`src/rtl/ttc_pkg.sv`:
```
// Package: shared types for the target termination classifier.
// Assumes pulse lane n carries the outcome whose kind code is n+1.
package ttc_pkg;

    typedef enum logic [2:0] {
        TK_NONE        = 3'd0,
        TK_XFER        = 3'd1,
        TK_DISC_DATA   = 3'd2,
        TK_DISC_NODATA = 3'd3,
        TK_RETRY       = 3'd4,
        TK_ABORT       = 3'd5,
        TK_PROTO       = 3'd6
    } term_kind_e;

    localparam int unsigned KIND_COUNT = 6;

    localparam int unsigned LANE_XFER        = 0;
    localparam int unsigned LANE_DISC_DATA   = 1;
    localparam int unsigned LANE_DISC_NODATA = 2;
    localparam int unsigned LANE_RETRY       = 3;
    localparam int unsigned LANE_ABORT       = 4;
    localparam int unsigned LANE_PROTO       = 5;

    // True for outcomes that end the transaction's classification.
    function automatic logic is_terminal(input term_kind_e k);
        return (k != TK_NONE) && (k != TK_XFER);
    endfunction

endpackage

```
`src/rtl/ttc_txn_tracker.sv`:
```
// Module: per-transaction history tracker.
// It finds the start of a transaction (FRAME# asserted after an idle cycle)
// and decides which cycles are sampled. It keeps three history bits: data
// moved, DEVSEL# seen, termination reported. The "prior" outputs cover
// earlier cycles of the current transaction only; they read zero on the
// start cycle. Inputs are asserted-high views of the bus lines.
module ttc_txn_tracker (
    input  logic clk,
    input  logic rst_n,
    input  logic frame,
    input  logic irdy,
    input  logic devsel,
    input  logic trdy,
    input  logic term_now,
    output logic sample_en,
    output logic data_prior,
    output logic devsel_prior,
    output logic done_prior
);

    logic idle_q;
    logic data_q;
    logic devsel_q;
    logic done_q;
    logic busy;
    logic start;

    // Bus ownership and transaction start detection.
    always_comb begin
        busy      = frame | irdy;
        start     = frame & idle_q;
        sample_en = busy & (irdy | devsel);
    end

    // History seen by this cycle's classification, cleared on a start.
    always_comb begin
        data_prior   = start ? 1'b0 : data_q;
        devsel_prior = start ? 1'b0 : devsel_q;
        done_prior   = start ? 1'b0 : done_q;
    end

    // Accumulate history for later cycles of the same transaction.
    always_ff @(posedge clk) begin
        if (!rst_n) begin
            idle_q   <= 1'b1;
            data_q   <= 1'b0;
            devsel_q <= 1'b0;
            done_q   <= 1'b0;
        end else begin
            idle_q   <= ~busy;
            data_q   <= data_prior | (sample_en & irdy & trdy & devsel);
            devsel_q <= devsel_prior | (sample_en & devsel);
            done_q   <= done_prior | term_now;
        end
    end

endmodule

```
`src/rtl/ttc_decoder.sv`:
```
// Module: combinational outcome decoder.
// It maps one sampled cycle of target signalling, plus the transaction
// history, to a single outcome kind. Assumes asserted-high inputs and
// history that excludes the current cycle.
module ttc_decoder
    import ttc_pkg::*;
(
    input  logic       sample_en,
    input  logic       irdy,
    input  logic       devsel,
    input  logic       trdy,
    input  logic       stop,
    input  logic       data_prior,
    input  logic       devsel_prior,
    input  logic       done_prior,
    output term_kind_e kind,
    output logic       term_now
);

    // Pick exactly one outcome for this cycle.
    always_comb begin
        kind = TK_NONE;
        if (sample_en && !done_prior) begin
            if (stop) begin
                if (devsel) begin
                    if (trdy) begin
                        kind = irdy ? TK_DISC_DATA : TK_NONE;
                    end else begin
                        kind = data_prior ? TK_DISC_NODATA : TK_RETRY;
                    end
                end else begin
                    kind = (devsel_prior && !trdy) ? TK_ABORT : TK_PROTO;
                end
            end else if (trdy) begin
                if (!devsel) begin
                    kind = TK_PROTO;
                end else if (irdy) begin
                    kind = TK_XFER;
                end
            end
        end
    end

    // Flag outcomes that close the transaction for reporting.
    always_comb begin
        term_now = is_terminal(kind);
    end

endmodule

```
`src/rtl/ttc_pulse_stage.sv`:
```
// Module: outcome-to-pulse expander.
// It turns the outcome kind into one-hot pulse lanes. OUT_REG=1 registers
// the lanes (one cycle of latency); OUT_REG=0 passes them straight through.
module ttc_pulse_stage
    import ttc_pkg::*;
#(
    parameter bit OUT_REG = 1'b1
) (
    input  logic                  clk,
    input  logic                  rst_n,
    input  term_kind_e            kind,
    output logic [KIND_COUNT-1:0] pulses
);

    logic [KIND_COUNT-1:0] lane_hot;

    for (genvar g = 0; g < KIND_COUNT; g++) begin : g_lane
        // Lane g is hot when the kind code equals g+1.
        assign lane_hot[g] = (kind == term_kind_e'(3'(g + 1)));
    end

    if (OUT_REG) begin : g_reg
        // Register the lanes so pulses leave the block from flops.
        always_ff @(posedge clk) begin
            if (!rst_n) begin
                pulses <= '0;
            end else begin
                pulses <= lane_hot;
            end
        end
    end else begin : g_comb
        logic unused_clk_rst;
        assign unused_clk_rst = clk ^ rst_n;
        assign pulses = lane_hot;
    end

endmodule

```
`src/rtl/ttc_term_classifier.sv`:
```
// Module: top of the target termination classifier.
// It watches the target handshake of a transaction owned by the local
// initiator and emits one pulse per classified cycle. All bus inputs are
// active low and assumed synchronous to clk.
module ttc_term_classifier
    import ttc_pkg::*;
#(
    parameter bit OUT_REG = 1'b1
) (
    input  logic clk,
    input  logic rst_n,
    input  logic frame_n,
    input  logic irdy_n,
    input  logic devsel_n,
    input  logic trdy_n,
    input  logic stop_n,
    output logic xfer_pulse,
    output logic disc_data_pulse,
    output logic disc_nodata_pulse,
    output logic retry_pulse,
    output logic abort_pulse,
    output logic proto_err_pulse
);

    logic                  frame, irdy, devsel, trdy, stop;
    logic                  sample_en, data_prior, devsel_prior, done_prior;
    logic                  term_now;
    term_kind_e            kind;
    logic [KIND_COUNT-1:0] pulses;

    // Convert active-low bus lines to asserted-high views.
    always_comb begin
        frame  = ~frame_n;
        irdy   = ~irdy_n;
        devsel = ~devsel_n;
        trdy   = ~trdy_n;
        stop   = ~stop_n;
    end

    ttc_txn_tracker u_trk (
        .clk          (clk),
        .rst_n        (rst_n),
        .frame        (frame),
        .irdy         (irdy),
        .devsel       (devsel),
        .trdy         (trdy),
        .term_now     (term_now),
        .sample_en    (sample_en),
        .data_prior   (data_prior),
        .devsel_prior (devsel_prior),
        .done_prior   (done_prior)
    );

    ttc_decoder u_dec (
        .sample_en    (sample_en),
        .irdy         (irdy),
        .devsel       (devsel),
        .trdy         (trdy),
        .stop         (stop),
        .data_prior   (data_prior),
        .devsel_prior (devsel_prior),
        .done_prior   (done_prior),
        .kind         (kind),
        .term_now     (term_now)
    );

    ttc_pulse_stage #(.OUT_REG(OUT_REG)) u_out (
        .clk    (clk),
        .rst_n  (rst_n),
        .kind   (kind),
        .pulses (pulses)
    );

    // Fan the pulse lanes out to the named ports.
    always_comb begin
        xfer_pulse        = pulses[LANE_XFER];
        disc_data_pulse   = pulses[LANE_DISC_DATA];
        disc_nodata_pulse = pulses[LANE_DISC_NODATA];
        retry_pulse       = pulses[LANE_RETRY];
        abort_pulse       = pulses[LANE_ABORT];
        proto_err_pulse   = pulses[LANE_PROTO];
    end

endmodule

```
`config.mk`:
```
export PLATFORM = sky130hd
export DESIGN_NAME = ttc_term_classifier
export DESIGN_NICKNAME = d
export VERILOG_FILES = /design/src/rtl/ttc_pkg.sv /design/src/rtl/ttc_txn_tracker.sv /design/src/rtl/ttc_decoder.sv /design/src/rtl/ttc_pulse_stage.sv /design/src/rtl/ttc_term_classifier.sv
export SDC_FILE = /design/constraint.sdc
export NUM_CORES = 1
export LEC_CHECK = 0
export BUFFER_PORTS_ARGS = -buffer_cell sky130_fd_sc_hd__buf_2
export CAP_MARGIN = 20
export CELL_PAD_IN_SITES_DETAIL_PLACEMENT = 0
export CELL_PAD_IN_SITES_GLOBAL_PLACEMENT = 1
export CORE_MARGIN = 2
export CORE_UTILIZATION = 34
export CTS_CLUSTER_DIAMETER = 80
export DETAILED_ROUTE_END_ITERATION = 10
export GPL_ROUTABILITY_DRIVEN = 0
export PLACE_DENSITY_LB_ADDON = 0.1
export SYNTH_ARGS = -nofsm -noshare
export SYNTH_HDL_FRONTEND = slang
export SYNTH_SLANG_ARGS = --single-unit
```
`constraint.sdc`:
```
create_clock -name clk -period 1.4 [get_ports clk]
set_clock_uncertainty 0.2 [all_clocks]
set_input_delay 0.21 -clock clk [delete_from_list [all_inputs] [get_ports clk]]
set_output_delay 0.21 -clock clk [all_outputs]
set_load 0.02 [all_outputs]
```
==> results of run 1 <==
-- Yosys cell counts, drive strengths merged --
cell type	number
a21oi	5
a22oi	1
a311oi	1
a31oi	2
a41o	1
and2	1
and2b	1
and3	2
and4	1
and4bb	1
buf	3
dfxtp	10
inv	1
mux2	1
nand2	4
nand2b	1
nor2	2
nor2b	3
nor3	1
nor3b	1
nor4	1
nor4b	2
o21a	1
o221a	1
o22a	1
o22ai	1
-- worst register-to-register path, delay by kind of cell (launching register included) --
| kind | cells | cell delay [ns] |
|---|---|---|
| compound gates | 1 | 0.21 |
| simple gates | 2 | 0.34 |
| flops | 1 | 0.35 |
| mux | 1 | 0.28 |
-- stage by stage --
step / std cells / TNS [ns]
2_1_floorplan: 50 / -0.01569
3_3_place_gp: 86 / -0.5699
3_5_place_dp: 86 / -0.6828
4_1_cts: 91 / -0.04040
5_1_grt: 93 / -0.5542
6_report: 93 / -0.2245
-- state kept, by name (all words and copies together) (netlist names) --
name and cells:
u_trk.data_q 1, u_trk.idle_q 1, u_trk.devsel_q 1, u_trk.done_q 1
u_out.pulses 6
-- worst paths after layout --
check / start / end / slack, ns / depth (start not counted)
max reg2reg: u_trk.data_q / u_out.pulses[5] / -0.06 / 4
max: u_trk.data_q / u_out.pulses[5] / -0.06 / 4
min: irdy_n / u_trk.idle_q / 0.04 / 3
min reg2reg: u_trk.done_q / u_trk.done_q / 0.36 / 2
-- logic make-up (layout without fill, tap and decap cells) --
| logic type | after synthesis | after routing | share of synthesized area, % |
|---|---|---|---|
| DFF | 10 | 10 | 37.74 |
| and+or+nand+nor | 21 | 21 | 29.95 |
| buffers and inverters | 4 | 31 | 7.074 |
| muxes | 1 | 1 | 2.122 |
| AOI/OAI and AO/OA | 14 | 14 | 23.12 |
-- where the power goes --
group / internal [mW] / switching [mW] / leakage (nW)
Combinational: 0.0846 / 0.0775 / 0.242
Clock: 0.158 / 0.101 / 0.0210
Sequential: 0.297 / 0.00790 / 0.0820
-- layout make-up --
type,instances,area share (%)
Multi-Input combinational cell,36,43.88
Sequential cell,10,26.43
Timing Repair Buffer,26,21.86
Clock buffer,4,4.731
Tap cell,16,2.610
Inverter,1,0.4894
-- per-layer routing --
metal	up-vias	routed length, µm	global-route usage, %
li1	244	-	-
met1	211	496	16.84
met2	14	545	24.48
met3	0	63	6.250
met4	0	0	5.455
met5	-	0	0
-- repair_timing --
| action | 4_1_cts | 5_1_grt |
|---|---|---|
| setup endpoints to repair | 3 | 5 |
| hold buffers | 1 | 0 |
| gates cloned | 0 | 0 |
| setup buffers | 0 | 2 |
| gates resized for setup | 1 | 2 |
| endpoints found under the hold margin | 1 | 0 |
| pin swaps | 1 | 1 |
==> impl_results.md, run 1 <==
- Critical path's slowest cell: dfxtp_2
- DRC viols: 0
- Final ANT Viol Nets: 0
- Final design area excluding fillers: 767.0 µm²
- Worst Path Buf+Inv: 0
- Worst setup SP type: register
- PD cells: 946.6 mW/mm²
- Min Tclk post-route: 1.462 ns
- Number of buffers created by CTS: 3
- Run status: finished with violations
- Top delay family on crit path: flip-flops
- Distinct cells, synth: 28
- Initial DRC count: 8
- CTS tree: yes
- Actual slew at the worst max-slew pin: 0.3301 ns
- Placed cell area: 691.9 µm²
- Failing checks: negative setup slack
- Worst hold-check path type: input port to register
- F_max: 683.8 MHz
- Cell Rows: 14
- Root Buffer: clkbuf_4
- Initial antenna violation count: 0
- Worst path cell trace: mux2_4 > a31oi_4 > and3_4 > nor3b_2
- Crit Path Class: register to register
- Core footprint: 0.001489 mm²
- Data required time at the worst endpoint: 1.40 ns
- Setup WS post-layout: -0.06237 ns
- Ant. Diodes: 0
- Final #Nets: 85
- Io pins: 13
- Crit path largest cell delay: 0.35 ns
- Die W: 43.50 µm
- Utilization after layout: 51.51%
- Synth area leader: dfxtp_1
- Largest net degree at the start of global routing: 9
- Total grt overflow: 0
- Final setup violating endpoints: 5
- Multi-input gate area: 336.6 µm²
- Final-report hold violation count: 0
- Wire per inst: 11.88 µm
- Most frequent cells in the layout: 13 x buf_4, 12 x buf_2, 8 x dfxtp_1, 4 x a21oi_1, 4 x nand2_1
- Register area: 202.7 µm²
- Yosys top cell area share: 37.74%
- DRT Pass-1 Iters: 3
- Area growth syn-to-layout: 44.58%
- Rel. slew slack: 77.99%
- CTS H-tree lvls: 1
- Max_cap viols: 0
- Synth Area per Inst: 10.61 µm²
- Clk sink count: 10
- Final wirelength: 1105 µm
- PortBufs: 12
- Crit path max fanout: 5
- Pins over their slew limit: 0
- Mapped Nets: 57
- Seq/Total Area, Yosys: 37.74%
- Via/cell ratio: 5.043
- Hold WS: 0.04284 ns
- RSZ-0062 raised after global routing: true
- Endpoint class of the critical path: register
- Clk Latency, worst-skew pair: 0.26 ns
- Post-DP HPWL: 871.1 µm
- Total GRT Usage: 14.74%
- # fillers: 134
- Most common cell after layout, fill and taps aside: buf_4
- CP arrival: 1.46 ns
- Cell Area, Synth: 530.5 µm²
- Tcrit/Tclk final: 104.5%
- Max Root-Sink Buffers: 2
- DIE AREA: 0.001892 mm²
- Yosys warns: 0
- Initial core utilization: 35.63%
- Die height: 43.50 µm
- Vias in the first global route: 443
- Seq cells post-synth: 10
- Layout cell share with drive strength beyond 1: 58.44%
- Static leakage: 0.3450 nW
- Via count: 469
- Post-place setup slack: -0.1577 ns
- Tot Pwr: 0.7261 mW
- Clk pin slew, worst setup/hold paths: 0.07 ns
- First-pass GRT wire length: 2014 µm
- Top cells by area, synth: dfxtp_1 38%, buf_6 6.4%, a311oi_4 5.0%
- Peak VDD IR: 0.6687 mV
- Synth Instances: 50
Power figures use the tool's default switching activity.
==> run 2: changes to the inputs <==
--- a/config.mk
+++ b/config.mk
@@ -10,7 +10,7 @@
 export CELL_PAD_IN_SITES_DETAIL_PLACEMENT = 0
 export CELL_PAD_IN_SITES_GLOBAL_PLACEMENT = 1
 export CORE_MARGIN = 2
-export CORE_UTILIZATION = 34
+export CORE_UTILIZATION = 37
 export CTS_CLUSTER_DIAMETER = 80
 export DETAILED_ROUTE_END_ITERATION = 10
 export GPL_ROUTABILITY_DRIVEN = 0
==> constraint.sdc (replaced) <==
create_clock -name clk -period 1.53 [get_ports clk]
set_clock_uncertainty 0.2 [all_clocks]
set_input_delay 0.2295 -clock clk [delete_from_list [all_inputs] [get_ports clk]]
set_output_delay 0.2295 -clock clk [all_outputs]
set_load 0.02 [all_outputs]
==> impl_results.md, run 2 (synthesized netlist as in run 1, its figures left out) <==
- Tcrit/Tclk final: 95.43%
- Non-Filler Instances: 91
- Static leakage: 0.3395 nW
- Run status: complete, no violations
- Crit Path Class: register to register
- CTS tree: yes
- Data required time at the worst endpoint: 1.52 ns
- Final design area excluding fillers: 745.7 µm²
- RSZ-0062 raised after global routing: false
- Hold WS: 0.05077 ns
- Peak VDD IR: 0.6058 mV
- Core footprint: 0.001318 mm²
- Most common cell after layout, fill and taps aside: buf_2
- Total GRT Usage: 13.18%
- F_max: 684.9 MHz
- Die W: 41.87 µm
- PD cells: 870.0 mW/mm²
- Clk Latency, worst-skew pair: 0.26 ns
- Worst setup SP type: register
- DRT Pass-1 Iters: 4
- Max_cap viols: 0
- Actual slew at the worst max-slew pin: 0.3291 ns
- Min-delay src: irdy_n
- Worst hold-check path type: input port to register
- Clk pin slew, worst setup/hold paths: 0.07 ns
- Total grt overflow: 0
- Area growth syn-to-layout: 40.57%
- PortBufs: 12
- Number of buffers created by CTS: 3
- Via/cell ratio: 5.132
- CP arrival: 1.45 ns
- Hold worst-path end: u_trk.idle_q
- Max Root-Sink Buffers: 2
- Cell total after placement: 85
- Initial antenna violation count: 0
- Final #Nets: 84
- Most frequent cells in the layout: 12 x buf_2, 10 x buf_4, 8 x dfxtp_1, 5 x a21oi_1, 4 x nand2_1
- Crit path max fanout: 5
- # fillers: 126
- Via count: 467
- Cell Rows: 13
- Largest register FFs: 6
- DIE AREA: 0.001753 mm²
- Initial DRC count: 4
- FF-to-FF setup slack: 0.07 ns
- Root Buffer: clkbuf_4
- First-pass GRT wire length: 1745 µm
- Final wirelength: 1057 µm
- Wire per inst: 11.62 µm
- Vias in the first global route: 413
- Post-DP HPWL: 843.1 µm
- Layout cell share with drive strength beyond 1: 53.95%
- Worst R2R End: u_out.pulses[5]
- Clk sink count: 10
- DRC viols: 0
- Final-report hold violation count: 0
- Largest net degree at the start of global routing: 9
- Die height: 41.87 µm
- Pins over their slew limit: 0
- Endpoint class of the critical path: register
- CTS H-tree lvls: 1
- Final ANT Viol Nets: 0
- Final setup violating endpoints: 0
- Placed cell area: 670.6 µm²
- Rel. slew slack: 78.00%
- Biggest register: u_out.pulses
- Hold depth: 3
- Initial core utilization: 40.27%
- Io pins: 13
- Worst reg2reg startpoint: u_trk.data_q
- Ant. Diodes: 0
- Min Tclk post-route: 1.460 ns
- R2R depth: 4
-- run 2: changes by cell type in the layout (fill, tap and decap cells not counted), sizes merged --
cell  previous run  this run
buf             25        24
-- run 2: worst max-delay path: stages, from the launching register on --
cell and delay, ns:
dfxtp_2 0.33, mux2_1 0.32, a31oi_4 0.21, and3_1 0.19, nor3b_2 0.14
-- run 2: worst max path at each step --
stage / end / startpoint / slack [ns] / depth (start not counted)
global route: u_out.pulses[5] / u_trk.devsel_q / 0.009 / 4
detailed placement: u_out.pulses[5] / devsel_n / -0.09 / 5
global placement: u_out.pulses[5] / devsel_n / -0.05 / 5
CTS: u_out.pulses[2] / u_trk.idle_q / 0.02 / 4
finish: u_out.pulses[5] / u_trk.data_q / 0.07 / 4
floorplan: u_out.pulses[1] / u_trk.idle_q / 0.05 / 5
-- run 2: stage by stage --
step / utilization (%) / setup slack [ns] / setup TNS [ns] / total power [mW]
floorplan: - / 0.04579 / 0 / 0.3639
global placement: 50.90 / -0.05225 / -0.2078 / 0.4127
detailed placement: 50.90 / -0.09012 / -0.3387 / 0.4134
CTS: 54.51 / 0.01831 / 0 / 0.6505
global route: 56.60 / 0.008566 / 0 / 0.6847
finish: 56.60 / 0.06994 / 0 / 0.6488
-- run 2: final cells by class --
| class | count | area (µm²) | area share (%) |
|---|---|---|---|
| multi-input combinational | 36 | 307.8 | 41.28 |
| sequential | 10 | 202.7 | 27.18 |
| timing repair buffer | 25 | 176.4 | 23.66 |
| clock buffer | 4 | 36.28 | 4.866 |
| tap | 15 | 18.77 | 2.517 |
| inverter | 1 | 3.754 | 0.5034 |
-- run 2: routing by layer --
metal,GRT usage (%),part of all wire [%],vias up
li1,-,-,242
met3,6.522,4.9,0
met5,0,0,-
met1,15.00,45,211
met2,22.50,50,14
met4,1.935,0,0
-- run 2: where the power goes --
group / internal [mW] / total [mW] / switching (mW)
clock network: 0.144 / 0.231 / 0.0870
logic: 0.0719 / 0.141 / 0.0687
registers: 0.272 / 0.277 / 0.00500
-- run 2: repair_timing --
item / CTS / global route
setup buffers: 0 / 1
endpoints found under the hold margin: 1 / 0
endpoints found under the setup margin: 1 / 5
pin swaps: 0 / 4
hold buffers: 1 / 0
gates resized for setup: 1 / 4
==> run 3: changes to the inputs <==
==> constraint.sdc (replaced) <==
create_clock -name clk -period 1.53 [get_ports clk]
set_clock_uncertainty 0.2 [all_clocks]
set_input_delay 0.306 -clock clk [delete_from_list [all_inputs] [get_ports clk]]
set_output_delay 0.306 -clock clk [all_outputs]
set_load 0.02 [all_outputs]
==> impl_results.md, run 3 (synthesized netlist as in run 1, its figures left out) <==
- Run status: complete, no violations
- Clk pin slew, worst setup/hold paths: 0.06 ns
- Static leakage: 0.3114 nW
- DRT Pass-1 Iters: 4
- Biggest register: u_out.pulses
- Actual slew at the worst max-slew pin: 0.3252 ns
- DIE AREA: 0.001753 mm²
- Cell Rows: 13
- Postcts setup bufs: 0
- Register area: 201.4 µm²
- # fillers: 127
- PortBufs: 12
- Largest register FFs: 6
- Crit path max fanout: 6
- Final wirelength: 966 µm
- Area growth syn-to-layout: 31.13%
- CTS H-tree lvls: 1
- Number of buffers created by CTS: 3
- Worst path cell trace: nand2b_4 > a41o_1 > o22a_4 > nor4b_2
- Cell total after placement: 82
- Tot Pwr: 0.6349 mW
- Vias in the first global route: 413
- Endpoint class of the critical path: register
- Via count: 441
- Die height: 41.87 µm
- Total grt overflow: 0
- Die W: 41.87 µm
- Data required time at the worst endpoint: 1.50 ns
- DRC viols: 0
- Root Buffer: clkbuf_4
- Peak VDD IR: 0.7113 mV
- Crit path largest cell delay: 0.35 ns
- Pins over their slew limit: 0
- Worst hold-check path type: input port to register
- Total GRT Usage: 12.84%
- Min Tclk post-route: 1.470 ns
- Post-place setup slack: -0.1313 ns
- Wire per inst: 11.23 µm
- Core footprint: 0.001318 mm²
- Via/cell ratio: 5.128
- Hold WS: 0.07794 ns
- Clk sink count: 10
- F_max: 680.1 MHz
- Most common cell after layout, fill and taps aside: buf_2
- Rel. slew slack: 78.26%
- Initial DRC count: 1
- Tcrit/Tclk final: 96.11%
- Largest net degree at the start of global routing: 11
- First-pass GRT wire length: 1711 µm
- Critical path's slowest cell: dfxtp_1
- Max Root-Sink Buffers: 2
- Multi-input gate area: 315.3 µm²
- Placed cell area: 650.6 µm²
- Clk Latency, worst-skew pair: 0.26 ns
- Final setup violating endpoints: 0
- Final #Nets: 79
- Layout cell share with drive strength beyond 1: 50.70%
- Ant. Diodes: 0
- CTS tree: yes
- Max_cap viols: 0
- Final-report hold violation count: 0
- PD cells: 912.6 mW/mm²
- CP arrival: 1.44 ns
- Io pins: 13
- Initial antenna violation count: 0
- Worst setup SP type: register
- Initial core utilization: 40.27%
- Setup WS post-layout: 0.05958 ns
- Crit Path Class: register to register
- RSZ-0062 raised after global routing: false
- Final ANT Viol Nets: 0
- Post-DP HPWL: 779.8 µm
- Non-Filler Instances: 86
- Most frequent cells in the layout: 12 x buf_2, 9 x dfxtp_1, 8 x buf_4, 5 x a21oi_1, 4 x nand2_1
- Final design area excluding fillers: 695.7 µm²
## run 3: cell count changes in the layout (fill, tap and decap cells not counted)
cell,before,now
buf_4,10,8
buf_12,1,0
buf_6,1,0
dfxtp_1,8,9
dfxtp_2,2,1
dlygate4sd3_1,1,0
o22a_2,1,0
o22a_4,0,1
## run 3: area by class of cell
cell class / count / area share [%]
inverters: 1 / 0.5396
multi-input cells: 36 / 45.32
well taps: 15 / 2.698
clock buffers: 4 / 5.216
flip-flops and latches: 10 / 28.96
repair buffers: 20 / 17.27
## run 3: metrics by stage
stage	util, %	TNS (ns)
6_report	52.80	0
5_1_grt	52.80	0
4_1_cts	52.14	0
3_5_place_dp	49.38	-0.6168
3_3_place_gp	49.38	-0.5768
2_1_floorplan	-	0
## run 3: worst max-delay path: cells and delay by family (launching register included)
family / cells / cell delay, ns
AO/OA/AOI/OAI: 2 / 0.47
flip-flops: 1 / 0.35
AND/OR/NAND/NOR: 2 / 0.35
## run 3: worst paths after layout
kind / slack [ns] / end / from / cells past startpoint
setup / recovery: 0.06 / u_out.pulses[1] / u_trk.idle_q / 4
hold / removal: 0.08 / u_trk.idle_q / rst_n / 2
setup reg to reg: 0.06 / u_out.pulses[1] / u_trk.idle_q / 4
hold reg to reg: 0.35 / u_trk.done_q / u_trk.done_q / 2
## run 3: report_power, final
part	internal, mW	switching [mW]
Clock	0.144	0.0849
Sequential	0.272	0.00631
Combinational	0.0630	0.0648
Total	0.479	0.156
## run 3: repair_timing
item,CTS,global route
hold buffers,0,0
setup endpoints to repair,0,3
gates resized for setup,0,2
## run 3: metal layers
metal / track usage, % / vias to the layer above / part of all wire, %
li1: - / 228 / -
met1: 14.25 / 197 / 43
met2: 22.19 / 16 / 49
met3: 6.522 / 0 / 7.8
met4: 1.935 / 0 / 0
met5: 0 / - / 0
